==> config.mk <==
export PLATFORM = sky130hd
export DESIGN_NAME = param_splice_loader
export DESIGN_NICKNAME = d
export VERILOG_FILES = /design/src/rtl/loader_pkg.sv /design/src/rtl/loader_rom.sv /design/src/rtl/loader_cmd.sv /design/src/rtl/loader_seq.sv /design/src/rtl/param_splice_loader.sv
export SDC_FILE = /design/constraint.sdc
export NUM_CORES = 1
export LEC_CHECK = 0
export ABC_CLOCK_PERIOD_IN_PS = 3600
export BUFFER_PORTS_ARGS = -buffer_cell sky130_fd_sc_hd__buf_2
export CORE_UTILIZATION = 29
export CTS_CLUSTER_DIAMETER = 80
export DETAILED_ROUTE_END_ITERATION = 10
export PLACE_DENSITY_LB_ADDON = 0.05
export SLEW_MARGIN = 10
export SYNTH_ARGS = -nofsm -noshare
export SYNTH_HDL_FRONTEND = slang
export SYNTH_SLANG_ARGS = --single-unit
==> constraint.sdc <==
create_clock -name clk -period 3.6 [get_ports clk]
set_input_delay 0.36 -clock clk [delete_from_list [all_inputs] [get_ports clk]]
set_output_delay 0.36 -clock clk [all_outputs]
set_load 0.05 [all_outputs]
==> src/rtl/loader_pkg.sv <==
package loader_pkg;
  typedef enum logic [1:0] {
    OP_PHASE = 2'b00,
    OP_RATE  = 2'b01,
    OP_BOOT  = 2'b10,
    OP_DIV   = 2'b11
  } op_e;

  typedef enum logic [1:0] {
    SQ_IDLE  = 2'b00,
    SQ_LOAD  = 2'b01,
    SQ_SHIFT = 2'b10
  } sq_e;
endpackage

==> src/rtl/loader_rom.sv <==
module loader_rom #(
  parameter int WORD_W    = 16,
  parameter int IMG_WORDS = 16,
  localparam int AW       = $clog2(IMG_WORDS)
) (
  input  logic [AW-1:0]     addr,
  output logic [WORD_W-1:0] data
);
  // Placeholder image content, computed rather than listed
  function automatic logic [WORD_W-1:0] img_word(input int k);
    return WORD_W'((32'(k) * 32'h1357) ^ 32'hC0DE);
  endfunction

  logic [WORD_W-1:0] tbl [IMG_WORDS];

  for (genvar g = 0; g < IMG_WORDS; g++) begin : g_word
    assign tbl[g] = img_word(g);
  end

  always_comb begin
    data = '0;
    for (int i = 0; i < IMG_WORDS; i++) begin
      if (addr == AW'(i)) data = tbl[i];
    end
  end
endmodule

==> src/rtl/loader_cmd.sv <==
module loader_cmd
  import loader_pkg::*;
#(
  parameter int WORD_W  = 16,
  parameter int DIV_W   = 8,
  parameter int NUM_TGT = 4,
  parameter int DIV_RST = 1,
  localparam int TGT_W  = $clog2(NUM_TGT)
) (
  input  logic              clk,
  input  logic              rst_n,
  input  logic              cmd_valid,
  input  logic [1:0]        cmd_op,
  input  logic [TGT_W-1:0]  cmd_tgt,
  input  logic [WORD_W-1:0] cmd_data,
  input  logic              busy,
  output logic [WORD_W-1:0] phase_q,
  output logic [WORD_W-1:0] rate_q,
  output logic [DIV_W-1:0]  div_q,
  output logic              boot_go,
  output logic [TGT_W-1:0]  boot_tgt,
  output logic              err_q
);
  logic              phase_en, rate_en, div_en, err_d;
  logic              is_boot;

  always_comb begin
    phase_en = cmd_valid && (op_e'(cmd_op) == OP_PHASE);
    rate_en  = cmd_valid && (op_e'(cmd_op) == OP_RATE);
    div_en   = cmd_valid && (op_e'(cmd_op) == OP_DIV);
    is_boot  = cmd_valid && (op_e'(cmd_op) == OP_BOOT);
    boot_go  = is_boot && !busy;
    err_d    = is_boot && busy;
    boot_tgt = cmd_tgt;
  end

  always_ff @(posedge clk or negedge rst_n) begin
    if (!rst_n) begin
      phase_q <= '0;
      rate_q  <= '0;
      div_q   <= DIV_W'(DIV_RST);
      err_q   <= 1'b0;
    end else begin
      if (phase_en) phase_q <= cmd_data;
      if (rate_en)  rate_q  <= cmd_data;
      if (div_en)   div_q   <= cmd_data[DIV_W-1:0];
      err_q <= err_d;
    end
  end
endmodule

==> src/rtl/loader_seq.sv <==
module loader_seq
  import loader_pkg::*;
#(
  parameter int WORD_W     = 16,
  parameter int IMG_WORDS  = 16,
  parameter int NUM_TGT    = 4,
  parameter int DIV_W      = 8,
  parameter int PHASE_SLOT = 3,
  parameter int RATE_SLOT  = 7,
  localparam int AW        = $clog2(IMG_WORDS),
  localparam int BW        = $clog2(WORD_W),
  localparam int TGT_W     = $clog2(NUM_TGT)
) (
  input  logic               clk,
  input  logic               rst_n,
  input  logic               boot_go,
  input  logic [TGT_W-1:0]   boot_tgt,
  input  logic [WORD_W-1:0]  phase_in,
  input  logic [WORD_W-1:0]  rate_in,
  input  logic [DIV_W-1:0]   div_in,
  output logic [AW-1:0]      rom_addr,
  input  logic [WORD_W-1:0]  rom_data,
  output logic               ser_clk,
  output logic               ser_data,
  output logic [NUM_TGT-1:0] tgt_sel,
  output logic               busy,
  output logic               done
);
  sq_e               st_q, st_d;
  logic [NUM_TGT-1:0] sel_q, sel_d;
  logic [AW-1:0]     idx_q, idx_d;
  logic [BW-1:0]     bit_q, bit_d;
  logic [DIV_W-1:0]  cnt_q, cnt_d;
  logic              sclk_q, sclk_d;
  logic [WORD_W-1:0] sh_q, sh_d;
  logic [WORD_W-1:0] ph_s, rt_s, ph_d, rt_d;
  logic [DIV_W-1:0]  dv_s, dv_d;
  logic              done_q, done_d;
  logic              tick, last_bit, last_word;
  logic [WORD_W-1:0] next_word;

  // Look one word ahead so the next word loads with no gap cycle
  assign rom_addr  = (st_q == SQ_LOAD) ? '0 : idx_q + AW'(1);
  assign tick      = (cnt_q == dv_s);
  assign last_bit  = (bit_q == BW'(WORD_W - 1));
  assign last_word = (idx_q == AW'(IMG_WORDS - 1));

  always_comb begin
    if (rom_addr == AW'(PHASE_SLOT))     next_word = ph_s;
    else if (rom_addr == AW'(RATE_SLOT)) next_word = rt_s;
    else                                 next_word = rom_data;
  end

  always_comb begin
    st_d   = st_q;
    sel_d  = sel_q;
    idx_d  = idx_q;
    bit_d  = bit_q;
    cnt_d  = cnt_q;
    sclk_d = sclk_q;
    sh_d   = sh_q;
    ph_d   = ph_s;
    rt_d   = rt_s;
    dv_d   = dv_s;
    done_d = 1'b0;
    unique case (st_q)
      SQ_IDLE: begin
        if (boot_go) begin
          st_d  = SQ_LOAD;
          sel_d = NUM_TGT'(1) << boot_tgt;
          ph_d  = phase_in;
          rt_d  = rate_in;
          dv_d  = div_in;
        end
      end
      SQ_LOAD: begin
        sh_d   = next_word;
        idx_d  = '0;
        bit_d  = '0;
        cnt_d  = '0;
        sclk_d = 1'b0;
        st_d   = SQ_SHIFT;
      end
      SQ_SHIFT: begin
        if (!tick) begin
          cnt_d = cnt_q + DIV_W'(1);
        end else begin
          cnt_d = '0;
          if (!sclk_q) begin
            sclk_d = 1'b1;
          end else begin
            sclk_d = 1'b0;
            if (!last_bit) begin
              bit_d = bit_q + BW'(1);
              sh_d  = sh_q << 1;
            end else if (!last_word) begin
              bit_d = '0;
              idx_d = idx_q + AW'(1);
              sh_d  = next_word;
            end else begin
              bit_d  = '0;
              st_d   = SQ_IDLE;
              sel_d  = '0;
              done_d = 1'b1;
            end
          end
        end
      end
      default: st_d = SQ_IDLE;
    endcase
  end

  always_ff @(posedge clk or negedge rst_n) begin
    if (!rst_n) begin
      st_q   <= SQ_IDLE;
      sel_q  <= '0;
      idx_q  <= '0;
      bit_q  <= '0;
      cnt_q  <= '0;
      sclk_q <= 1'b0;
      sh_q   <= '0;
      ph_s   <= '0;
      rt_s   <= '0;
      dv_s   <= '0;
      done_q <= 1'b0;
    end else begin
      st_q   <= st_d;
      sel_q  <= sel_d;
      idx_q  <= idx_d;
      bit_q  <= bit_d;
      cnt_q  <= cnt_d;
      sclk_q <= sclk_d;
      sh_q   <= sh_d;
      ph_s   <= ph_d;
      rt_s   <= rt_d;
      dv_s   <= dv_d;
      done_q <= done_d;
    end
  end

  assign ser_clk  = sclk_q;
  assign ser_data = sh_q[WORD_W-1];
  assign tgt_sel  = sel_q;
  assign busy     = (st_q != SQ_IDLE);
  assign done     = done_q;
endmodule

==> src/rtl/param_splice_loader.sv <==
module param_splice_loader #(
  parameter int WORD_W     = 16,
  parameter int IMG_WORDS  = 16,
  parameter int NUM_TGT    = 4,
  parameter int DIV_W      = 8,
  parameter int DIV_RST    = 1,
  parameter int PHASE_SLOT = 3,
  parameter int RATE_SLOT  = 7,
  localparam int AW        = $clog2(IMG_WORDS),
  localparam int TGT_W     = $clog2(NUM_TGT)
) (
  input  logic               clk,
  input  logic               rst_n,
  input  logic               cmd_valid,
  input  logic [1:0]         cmd_op,
  input  logic [TGT_W-1:0]   cmd_tgt,
  input  logic [WORD_W-1:0]  cmd_data,
  output logic               ser_clk,
  output logic               ser_data,
  output logic [NUM_TGT-1:0] tgt_sel,
  output logic               busy,
  output logic               done,
  output logic               boot_err
);
  logic [1:0]        rst_sync;
  logic              rst_int_n;
  logic [WORD_W-1:0] phase_q, rate_q, rom_data;
  logic [DIV_W-1:0]  div_q;
  logic              boot_go;
  logic [TGT_W-1:0]  boot_tgt;
  logic [AW-1:0]     rom_addr;

  always_ff @(posedge clk or negedge rst_n) begin
    if (!rst_n) rst_sync <= 2'b00;
    else        rst_sync <= {rst_sync[0], 1'b1};
  end
  assign rst_int_n = rst_sync[1];

  loader_cmd #(
    .WORD_W(WORD_W), .DIV_W(DIV_W), .NUM_TGT(NUM_TGT), .DIV_RST(DIV_RST)
  ) u_cmd (
    .clk(clk), .rst_n(rst_int_n), .cmd_valid(cmd_valid), .cmd_op(cmd_op),
    .cmd_tgt(cmd_tgt), .cmd_data(cmd_data), .busy(busy),
    .phase_q(phase_q), .rate_q(rate_q), .div_q(div_q),
    .boot_go(boot_go), .boot_tgt(boot_tgt), .err_q(boot_err)
  );

  loader_rom #(.WORD_W(WORD_W), .IMG_WORDS(IMG_WORDS)) u_rom (
    .addr(rom_addr), .data(rom_data)
  );

  loader_seq #(
    .WORD_W(WORD_W), .IMG_WORDS(IMG_WORDS), .NUM_TGT(NUM_TGT), .DIV_W(DIV_W),
    .PHASE_SLOT(PHASE_SLOT), .RATE_SLOT(RATE_SLOT)
  ) u_seq (
    .clk(clk), .rst_n(rst_int_n), .boot_go(boot_go), .boot_tgt(boot_tgt),
    .phase_in(phase_q), .rate_in(rate_q), .div_in(div_q),
    .rom_addr(rom_addr), .rom_data(rom_data),
    .ser_clk(ser_clk), .ser_data(ser_data), .tgt_sel(tgt_sel),
    .busy(busy), .done(done)
  );
endmodule

==> metrics.txt <==
status complete, no violations; P_sw 2060 uW; via/cell ratio 5.32; CTS buffer count 17; Routed WL per cell 19.3 um; Rows 54; hpwl dp 12700 um; Comb power frac 32.3%; clk buf depth 2; Post-Synth Adder-Cell Area 1.49%; final setup violating endpoints 0; EDFF count, synth 0; FF+latch count, synth 123; Netlist cell types 81; GRT Util Overall 16.2%; Die Area 23100 um2; setup TNS 0 ns; WP data required 3.90 ns; Crit Path Max Fanout 40; largest cells by area after synthesis dfrtp_1 47%, mux2_2 14%, nand2_1 3.0%; simple-gate area share of the yosys netlist 13.7%; DIE HEIGHT 152 um; Max Slew Vio Count 0; complex-gate fraction of the synthesized area 15.8%; final worst path period need 2.57 ns; Final nets 668; RePlAce Congestion 0.859; clk_lat worst skew 0.42 ns; Yosys top cell by area dfrtp_1; drt first pass iters 5; Worst Setup End Kind flop; Initial Util 29.8%; 1st-iter DRT viols 401; htree depth 4; Post-Syn Area 6540 um2; Syn Nets 641; critical path type reg -> reg; vias 4955; MaxCap Viol Count 0; Mean Syn Cell Area 10.7 um2; ys flop type dfrtp_1; largest net degree at the start of global routing 66; P_leak 0.00319 uW; worst path arrival time 2.87 ns; final WL 17900 um; remaining global-route overflow 0; # port buffers 31; Worst IR Drop VDD 0.333 mV; core area 22000 um2; cell count after synthesis 611; worst slew pin tran 1.05 ns; vias in the first global route 4891; Area growth syn-to-layout 15.8%; unrepaired setup endpoints after global routing no; CTS root buffer clkbuf_16; final clock skew 0.0116 ns; initial antenna violation count 0; fraction of registers with async set/reset 100%; sw frac 36.1%; final hold violations 0; Hold Crit Class in -> reg; fmax 388 MHz; first-pass GRT wire length 28800 um; largest family of logic cells by synthesized area compound AO/OA/AOI/OAI gates; clock slew seen by the registers of the worst setup and hold paths 0.06 ns; Post-Synth XOR/XNOR Area 2.91%; chip width 152 um; sequential area share after synthesis 47.1%; DRC 0; Clock Power Share 30.2%; fin crit share 71.5%; clock sinks 123; final core occ 34.5%; share of layout cells above drive strength 1 28.4%; Routed Antenna Nets 0; post-CTS sizing 0; CP startpoint kind flop; Yosys Warn Count 0; diode count 0; internal power 3650 uW; PD cells 755 nW/um2; CTS tree done; max_slew headroom 29.9%; Ports 32; Flop pwr share 37.5%; post-synthesis mux area share 14.8%; Synth top area share 46.7%
-- power by group through the flow --
stage	registers, uW	clock network [uW]	logic, uW
2_1_floorplan	2140	0	1370
5_1_grt	2210	1850	2030
4_1_cts	2150	1780	1850
6_report	2140	1730	1840
3_5_place_dp	2170	0	1850
3_3_place_gp	2170	0	1830
-- timing repair --
item | in CTS | in global routing
endpoints found under the hold margin | 2 | 0
setup buffers | 0 | 0
endpoints found under the setup margin | 0 | 0
hold buffers | 1 | 0
-- cells by family (layout without fill, tap and decap cells) --
logic type | after synthesis | count (layout)
and+or+nand+nor | 165 | 165
xor gates and xnor gates | 20 | 20
adders and majority gates | 8 | 8
DFF | 123 | 123
muxes | 86 | 86
other | 1 | 1
buffers and inverters | 56 | 96
AOI/OAI and AO/OA | 152 | 152
-- stage by stage --
stage                     setup WS [ns]  total power, uW  instance area [um2]  std cells  hold slack (ns)
after floorplan                    1.49             3520                 6540        611           0.0644
after global placement             1.07             3990                 6960        898            0.145
after detailed placement           1.04             4030                 6960        898            0.147
after CTS                          1.02             5780                 7570        931            0.167
after global routing              0.781             6080                 7570        931            0.179
final                              1.03             5710                 7570        931            0.186
-- sequential cells by signal, indices dropped and copies added (netlist names) --
register / cells
u_cmd.rate_q: 16
u_seq.sh_q: 16
u_seq.idx_q: 4
u_cmd.div_q: 8
u_seq.st_q: 2
u_seq.ph_s: 16
u_cmd.phase_q: 16
u_seq.ser_clk: 1
u_seq.dv_s: 8
rst_sync: 2
u_seq.bit_q: 4
u_seq.cnt_q: 8
u_seq.rt_s: 16
u_seq.tgt_sel: 4
u_cmd.err_q: 1
u_seq.done: 1
-- cells in the final DEF (no fill, tap or decap), types with 8 or more instances in the layout --
cell type,Yosys,routed
o21ai_0,30,30
nor3_1,10,10
nand2_1,52,52
xor2_1,11,11
nor2_1,29,29
dfrtp_1,122,121
o21ai_1,11,11
inv_1,12,12
buf_4,3,16
a21oi_1,32,32
nor2b_1,10,10
nand3_1,10,10
nor4_1,8,8
clkbuf_16,0,17
buf_2,15,31
mux2_2,84,84
-- synth_stat cells, types with 4 or more instances --
cell       number
dfrtp_1       122
mux2_2         84
nand2_1        52
a21oi_1        32
o21ai_0        30
nor2_1         29
buf_2          15
clkbuf_1       13
inv_1          12
o21ai_1        11
xor2_1         11
nand3_1        10
nor2b_1        10
nor3_1         10
nor4_1          8
a21o_1          7
ha_1            7
nand4_1         7
o31ai_1         7
xnor2_1         7
a211oi_1        6
a22o_1          6
a221o_1         5
buf_1           5
nand3b_1        5
o22ai_1         5
buf_6           4
nand2b_1        4
o2111ai_1       4
o211ai_1        4
-- worst paths after layout --
check	slack [ns]	from	endpoint	cells after the start
worst max-delay path	1.03	u_seq.idx_q[0]$_DFFE_PN0P_	u_seq.sh_q[6]$_DFFE_PN0P_	8
worst min-delay path	0.19	cmd_data[14]	u_cmd.phase_q[14]$_DFFE_PN0P_	2
worst max register to register	1.03	u_seq.idx_q[0]$_DFFE_PN0P_	u_seq.sh_q[6]$_DFFE_PN0P_	8
worst min register to register	0.36	rst_sync[0]$_DFF_PN0_	rst_sync[1]$_DFF_PN0_	0
max in group asynchronous	2.29	rst_sync[1]$_DFF_PN0_	u_seq.ser_clk$_DFFE_PN0P_	1
min in group asynchronous	0.25	rst_n	rst_sync[1]$_DFF_PN0_	2
-- routing by layer --
metal / GRT usage, % / wire length, um / share of wire [%]
met1: 23.9 / 9080 / 51
met2: 23.7 / 7980 / 44
met3: 2.67 / 673 / 3.8
met4: 5.98 / 204 / 1.1
met5: 0 / 0 / 0
-- layout make-up --
| class | count | area, um2 |
|---|---|---|
| Timing Repair Buffer | 48 | 285 |
| Clock buffer | 18 | 439 |
| Fill cell | 2166 | 14400 |
| Multi-Input combinational cell | 432 | 3190 |
| Tap cell | 280 | 350 |
| Inverter | 16 | 60.1 |
| Clock inverter | 14 | 161 |
| Sequential cell | 123 | 3080 |
-- worst max-delay path: stages, from the launching register on --
cell	delay, ns
dfrtp_1	0.35
buf_4	0.38
nand2_1	0.17
xnor2_1	0.54
o22ai_2	0.29
buf_4	0.24
a221o_1	0.29
nor2_1	0.11
o21ai_1	0.08
Power figures use the tool's default switching activity.
